==> src/rtl/coefl_pkg.sv <==
package coefl_pkg;
    typedef enum logic [2:0] {
        ST_IDLE,
        ST_RD_EVEN,
        ST_RD_ODD,
        ST_WRITE,
        ST_SWAP
    } ld_state_e;

    // filter type codes carried on wr_type
    typedef enum logic [2:0] {
        FT_LUMA_V   = 3'd0,
        FT_LUMA_H   = 3'd1,
        FT_CHROMA_V = 3'd2,
        FT_CHROMA_H = 3'd3,
        FT_ALPHA_V  = 3'd4,
        FT_ALPHA_H  = 3'd5
    } filt_type_e;

    localparam logic [2:0] FT_LAST = FT_ALPHA_H;
endpackage

==> src/rtl/coefl_walk.sv <==
// Phase / tap-pair walker with running per-phase base address
module coefl_walk #(
    parameter int PHASES_WR = 33,
    parameter int ADDR_W    = 9,
    parameter int PAIR_W    = 2,
    parameter int PH_W      = 6,
    parameter int TAP_W     = 4
) (
    input  logic              clk,
    input  logic              rst_n,
    input  logic              clear,
    input  logic              step,
    input  logic [TAP_W-1:0]  taps_q,
    output logic [PH_W-1:0]   phase,
    output logic [PAIR_W-1:0] pair,
    output logic [ADDR_W-1:0] base,
    output logic              last_pair,
    output logic              last_phase
);
    logic [TAP_W-1:0] np_m1;

    always_comb begin
        np_m1      = ((taps_q + TAP_W'(1)) >> 1) - TAP_W'(1);
        last_pair  = (TAP_W'(pair) == np_m1);
        last_phase = (phase == PH_W'(PHASES_WR - 1));
    end

    always_ff @(posedge clk or negedge rst_n) begin
        if (!rst_n) begin
            phase <= '0;
            pair  <= '0;
            base  <= '0;
        end else if (clear) begin
            phase <= '0;
            pair  <= '0;
            base  <= '0;
        end else if (step) begin
            if (last_pair) begin
                pair  <= '0;
                phase <= phase + PH_W'(1);
                base  <= base + ADDR_W'(taps_q);
            end else begin
                pair  <= pair + PAIR_W'(1);
            end
        end
    end
endmodule

==> src/rtl/coefl_pack.sv <==
// Formats and registers one paired coefficient write
module coefl_pack #(
    parameter int COEF_W = 16,
    parameter int PAIR_W = 2,
    parameter int PH_W   = 6,
    parameter int TAP_W  = 4
) (
    input  logic              clk,
    input  logic              rst_n,
    input  logic              fire,
    input  logic [2:0]        type_q,
    input  logic [TAP_W-1:0]  taps_q,
    input  logic [PAIR_W-1:0] pair,
    input  logic [PH_W-1:0]   phase,
    input  logic [COEF_W-1:0] even_raw,
    input  logic [COEF_W-1:0] odd_raw,
    output logic              wr_en,
    output logic              wr_even_en,
    output logic              wr_odd_en,
    output logic [2:0]        wr_type,
    output logic [PAIR_W-1:0] wr_pair,
    output logic [PH_W-1:0]   wr_phase,
    output logic [COEF_W-1:0] wr_even,
    output logic [COEF_W-1:0] wr_odd
);
    localparam logic [COEF_W-1:0] LOW_MASK = ~COEF_W'(3);

    logic odd_present;
    assign odd_present = (TAP_W'({pair, 1'b1}) < taps_q);

    always_ff @(posedge clk or negedge rst_n) begin
        if (!rst_n) begin
            wr_en      <= 1'b0;
            wr_even_en <= 1'b0;
            wr_odd_en  <= 1'b0;
            wr_type    <= '0;
            wr_pair    <= '0;
            wr_phase   <= '0;
            wr_even    <= '0;
            wr_odd     <= '0;
        end else begin
            wr_en      <= fire;
            wr_even_en <= fire;
            wr_odd_en  <= fire;
            if (fire) begin
                wr_type  <= type_q;
                wr_pair  <= pair;
                wr_phase <= phase;
                wr_even  <= even_raw & LOW_MASK;
                wr_odd   <= odd_present ? (odd_raw & LOW_MASK) : '0;
            end
        end
    end
endmodule

==> src/rtl/coef_bank_loader.sv <==
module coef_bank_loader
    import coefl_pkg::*;
#(
    parameter int NUM_PHASES = 64,
    parameter int MAX_TAPS   = 8,
    parameter int COEF_W     = 16,
    localparam int PHASES_WR = NUM_PHASES / 2 + 1,
    localparam int TAP_W     = $clog2(MAX_TAPS + 1),
    localparam int PAIR_W    = $clog2((MAX_TAPS + 1) / 2),
    localparam int PH_W      = $clog2(PHASES_WR),
    localparam int ADDR_W    = $clog2(PHASES_WR * MAX_TAPS)
) (
    input  logic              clk,
    input  logic              rst_n,
    input  logic              start,
    input  logic [2:0]        filt_type,
    input  logic [TAP_W-1:0]  taps,
    input  logic [TAP_W-1:0]  partner_taps,
    input  logic              chroma_mode_in,
    output logic [ADDR_W-1:0] src_addr,
    input  logic [COEF_W-1:0] src_data,
    output logic              wr_en,
    output logic              wr_even_en,
    output logic              wr_odd_en,
    output logic [2:0]        wr_type,
    output logic [PAIR_W-1:0] wr_pair,
    output logic [PH_W-1:0]   wr_phase,
    output logic [COEF_W-1:0] wr_even,
    output logic [COEF_W-1:0] wr_odd,
    output logic              bank_sel,
    output logic              chroma_mode,
    output logic              busy
);
    ld_state_e         state_q, state_d;
    logic [TAP_W-1:0]  taps_q;
    logic [2:0]        type_q;
    logic              chroma_req_q;
    logic [COEF_W-1:0] even_q;
    logic [PH_W-1:0]   phase;
    logic [PAIR_W-1:0] pair;
    logic [ADDR_W-1:0] base;
    logic              last_pair, last_phase;
    logic              req_ok, req_skip, accept, fire, capture_even;

    // request qualification
    always_comb begin
        req_ok   = (taps != '0) && (taps <= TAP_W'(MAX_TAPS)) && (filt_type <= FT_LAST);
        req_skip = (taps == TAP_W'(1)) ||
                   ((taps == TAP_W'(2)) && (partner_taps == TAP_W'(2)));
        accept   = start && (state_q == ST_IDLE) && req_ok && !req_skip;
    end

    // next state
    always_comb begin
        state_d = state_q;
        unique case (state_q)
            ST_IDLE:    if (accept) state_d = ST_RD_EVEN;
            ST_RD_EVEN: state_d = ST_RD_ODD;
            ST_RD_ODD:  state_d = ST_WRITE;
            ST_WRITE:   state_d = (last_pair && last_phase) ? ST_SWAP : ST_RD_EVEN;
            ST_SWAP:    state_d = ST_IDLE;
            default:    state_d = ST_IDLE;
        endcase
    end

    // state register
    always_ff @(posedge clk or negedge rst_n) begin
        if (!rst_n) state_q <= ST_IDLE;
        else        state_q <= state_d;
    end

    // decoded outputs
    always_comb begin
        busy         = (state_q != ST_IDLE);
        capture_even = (state_q == ST_RD_ODD);
        fire         = (state_q == ST_WRITE);
        src_addr     = base + ADDR_W'({pair, 1'b0}) + ADDR_W'(state_q == ST_RD_ODD);
    end

    // request latch, even capture, bank swap
    always_ff @(posedge clk or negedge rst_n) begin
        if (!rst_n) begin
            taps_q       <= '0;
            type_q       <= '0;
            chroma_req_q <= 1'b0;
            even_q       <= '0;
            bank_sel     <= 1'b0;
            chroma_mode  <= 1'b0;
        end else begin
            if (accept) begin
                taps_q       <= taps;
                type_q       <= filt_type;
                chroma_req_q <= chroma_mode_in;
            end
            if (capture_even) even_q <= src_data;
            if (state_q == ST_SWAP) begin
                bank_sel    <= ~bank_sel;
                chroma_mode <= chroma_req_q;
            end
        end
    end

    coefl_walk #(
        .PHASES_WR(PHASES_WR), .ADDR_W(ADDR_W), .PAIR_W(PAIR_W),
        .PH_W(PH_W), .TAP_W(TAP_W)
    ) u_walk (
        .clk(clk), .rst_n(rst_n), .clear(accept), .step(fire),
        .taps_q(taps_q), .phase(phase), .pair(pair), .base(base),
        .last_pair(last_pair), .last_phase(last_phase)
    );

    coefl_pack #(
        .COEF_W(COEF_W), .PAIR_W(PAIR_W), .PH_W(PH_W), .TAP_W(TAP_W)
    ) u_pack (
        .clk(clk), .rst_n(rst_n), .fire(fire), .type_q(type_q),
        .taps_q(taps_q), .pair(pair), .phase(phase),
        .even_raw(even_q), .odd_raw(src_data),
        .wr_en(wr_en), .wr_even_en(wr_even_en), .wr_odd_en(wr_odd_en),
        .wr_type(wr_type), .wr_pair(wr_pair), .wr_phase(wr_phase),
        .wr_even(wr_even), .wr_odd(wr_odd)
    );
endmodule

==> config.mk <==
export PLATFORM = sky130hd
export DESIGN_NAME = coef_bank_loader
export DESIGN_NICKNAME = d
export VERILOG_FILES = /design/src/rtl/coefl_pkg.sv /design/src/rtl/coefl_walk.sv /design/src/rtl/coefl_pack.sv /design/src/rtl/coef_bank_loader.sv
export SDC_FILE = /design/constraint.sdc
export NUM_CORES = 1
export LEC_CHECK = 0
export BUFFER_PORTS_ARGS = -buffer_cell sky130_fd_sc_hd__buf_4
export CORE_ASPECT_RATIO = 0.5
export CORE_MARGIN = 2
export CORE_UTILIZATION = 45
export CTS_CLUSTER_SIZE = 20
export DETAILED_ROUTE_END_ITERATION = 10
export PLACE_DENSITY = 0.75
export SKIP_CTS_REPAIR_TIMING = 1
export SKIP_LAST_GASP = 1
export SLEW_MARGIN = 20
export SYNTH_ARGS = -nofsm -noshare
export SYNTH_HDL_FRONTEND = slang
export SYNTH_SLANG_ARGS = --single-unit
==> constraint.sdc <==
create_clock -name clk -period 3.34 [get_ports clk]
set_input_delay 0.334 -clock clk [delete_from_list [all_inputs] [get_ports clk]]
set_output_delay 0.334 -clock clk [all_outputs]
set_load 0.005 [all_outputs]
==> impl_metrics.json <==
{
  "ys_seq_elements": 84,
  "hold_viol": 0,
  "worst-slew-pin-transition_ps": 769.8,
  "grt.overflow.total": 0,
  "yosys-mux-area-fraction_pct": 4.337,
  "yosys_warnings": 0,
  "vias_per_cell": 5.201,
  "fp.dieW_um": 135.6,
  "grt_start_max_net_pins": 85,
  "hp-class": "in -> async",
  "setup_ws_ps": 326.1,
  "finalSetupViolCount": 0,
  "worstSetupEndpointType": "flip-flop",
  "routed_wl_um": 8486,
  "tns_ps": 0,
  "r2r_slack_ps": 330,
  "p_comb_share_pct": 42.7,
  "critical_path_class": "reg -> reg",
  "sw_frac_of_total_pct": 36.75,
  "r2r_end": "u_walk.phase[5]",
  "place_ws_ps": 364.6,
  "drive_gt1_share_pct": 28.02,
  "drt_iter0_drc": 157,
  "syn_area_um2": 3895,
  "core_um2": 8202,
  "hold_ws_ps": 24.63,
  "drc": 0,
  "slew_headroom_pct": 48.68,
  "synth_cell_types": 46,
  "start_kind": "flip-flop",
  "die_y_um": 69.79,
  "gp_congestion": 0.7886,
  "first_pass_iters": 4,
  "cts.sinks": 84,
  "synthXorXnorAreaFrac_pct": 3.598,
  "die_area_um2": 9461,
  "rsz0062_at_grt": "false",
  "n_antenna_cell": 0,
  "synth_top_area_share_pct": 53.97,
  "netlist_instances": 379,
  "intPower_uw": 3170,
  "grt_pass1_vias": 2890,
  "yosys.area_share.simple_pct": 17.80,
  "wl_per_cell_um": 14.73,
  "status": "finished clean",
  "clockBufferDepth": 2,
  "io_pins": 89,
  "yosysSeqAreaShare_pct": 53.97,
  "cts_made_buffers": 9,
  "rows": 23,
  "required_ps": 3610,
  "leakage_uw": 0.002460,
  "total_power_uw": 5012,
  "dr_total_vias": 2996,
  "slew_violations": 0,
  "min_period_ps": 3014,
  "port-buffer-count": 82,
  "crit_fanout": 19,
  "antenna_found_initial": 0,
  "areaGrowthSynthToFinish_pct": 26.34,
  "clk_latency_ps": 340,
  "synth_adder_area_share_pct": 4.883,
  "drv_cap": 0,
  "place_hpwl_um": 5757,
  "ant_nets": 0,
  "pwr-share-seq_pct": 37.0,
  "synth_top_area_cell": "dfrtp_1",
  "power.net_switching_uw": 1842,
  "fin_nets": 504,
  "synth_area_leaders": "dfrtp_1 54%, nand2_1 9.3%, mux2_2 4.3%, ha_1 3.9%, a22o_1 3.1%",
  "finClkSkew_ps": 4.272,
  "fin_crit_sh_pct": 90.24,
  "cts_tree": "done",
  "gr-usage-all-layers_pct": 19.16,
  "clock_power_share_pct": 20.3,
  "synth_compound_area_share_pct": 11.05,
  "r2r_start": "taps_q[1]",
  "ctsRootBufferMaster": "clkbuf_16",
  "cts.htree.levels": 3,
  "clk_pin_slew_ps": 60,
  "grt_pass1_wl_um": 14180,
  "postLayoutCoreUtil_pct": 60.00,
  "synthFlopType": "dfrtp_1",
  "syn_area_per_cell_um2": 10.28,
  "synth_edf_count": 0,
  "critPathArrivalTime_ps": 3280,
  "async_flop_share_pct": 100.0,
  "powerDensity_nw_per_um2": 1018,
  "start_util_pct": 47.49,
  "max-vdd-ir-drop_uv": 430.1,
  "r2r_cells": 9,
  "synth_top_family_by_area": "simple AND/OR/NAND/NOR gates",
  "max_freq_ghz": 0.3318
}
Yosys cell counts (3+ instances only):
cell      count
nand2_1      97
dfrtp_1      84
mux2_2       15
a22o_1       14
o21ai_0      14
inv_1        13
nand3_1      13
a21oi_1      12
clkbuf_1     12
ha_1         12
nor2_1       11
xnor2_1      11
buf_4         6
xor2_1        5
a31oi_1       4
buf_2         4
nor3b_1       4
o31ai_1       4
a21o_1        3
nand3b_1      3
nor2b_1       3
o211ai_1      3
or3_1         3
cell type report:
cell class | count | area [um^2]
clock buffer | 10 | 239.0
clock inverter | 6 | 70.07
fill | 696 | 3281
inverter | 14 | 52.55
multi-input combinational | 261 | 1645
sequential | 84 | 2102
tap | 112 | 140.1
timing repair buffer | 89 | 671.9
state kept, by name, summed over array words and instances (netlist names):
register and count:
u_walk.base 9, chroma_mode 1, taps_q 4, u_pack.wr_phase 6, state_q 3, u_pack.wr_type 3, u_walk.pair 2, chroma_req_q 1
u_pack.wr_pair 2, u_pack.wr_odd 14, bank_sel 1, u_pack.wr_en 1, u_pack.wr_even 14, u_walk.phase 6, type_q 3, even_q 14
layout by cell type, fill, tap and decap left out, drive strengths merged, types with 4 or more instances in the layout:
master,netlist,routed
conb,1,4
o31ai,4,4
buf,11,89
ha,12,12
inv,13,15
a22o,14,14
clkbuf,12,10
xor2,5,5
nand3,13,13
dfrtp,84,84
mux2,15,15
nor3b,4,4
a21oi,14,14
nor2,11,11
a31oi,4,4
xnor2,11,11
o21ai,15,15
nand2,97,97
per-layer routing:
metal	share of wire (%)	up-vias	global-route usage [%]	wire, um
met5	0	-	0	0
met4	1.0	0	5.903	87
met3	5.4	9	5.336	456
met2	47	75	30.02	3985
met1	47	1465	25.98	3956
li1	-	1447	-	-
logic make-up (layout without fill, tap and decap cells):
group                      after synthesis  count (layout)
and+or+nand+nor                        149             149
DFF                                     84              84
AOI/OAI and AO/OA                       63              63
muxes                                   15              15
adders and majority gates               14              14
buffers and inverters                   37             119
xor gates and xnor gates                16              16
other                                    1               4
worst max-delay path by stage:
| stage | start | to | slack (ps) | depth (start not counted) |
|---|---|---|---|---|
| after floorplan | taps_q[1] | u_walk.phase[5] | 770 | 9 |
| after CTS | taps_q[1] | u_walk.phase[5] | 340 | 9 |
| after global placement | taps_q[1] | u_walk.phase[5] | 420 | 9 |
| after detailed placement | taps_q[1] | u_walk.phase[5] | 360 | 9 |
| after global routing | taps_q[1] | u_walk.phase[5] | 90 | 9 |
| final | taps_q[1] | u_walk.phase[5] | 330 | 9 |
metrics by stage:
stage | instances | cell area, um^2
finish | 576 | 4921
global route | 576 | 4921
CTS | 576 | 4915
detailed placement | 560 | 4606
global placement | 560 | 4606
floorplan | 382 | 3906
power groups by stage:
stage          Sequential [uW]  Combinational [uW]  Clock [uW]
6_report                  1850                2140        1020
5_1_grt                   1930                2400        1090
4_1_cts                   1850                2160        1050
3_5_place_dp              1870                2150           0
3_3_place_gp              1850                2080           0
2_1_floorplan             1790                1360           0
worst max-delay path, stage by stage, from the launching register on:
cell      delay, ps
dfrtp_1         460
ha_1            350
inv_1            90
ha_1            330
xnor2_1         180
nand3b_1        180
a31oi_1         350
o21ai_2         290
or4b_4          580
a21oi_2         130
Note: power is estimated with default switching activity, not from simulation.
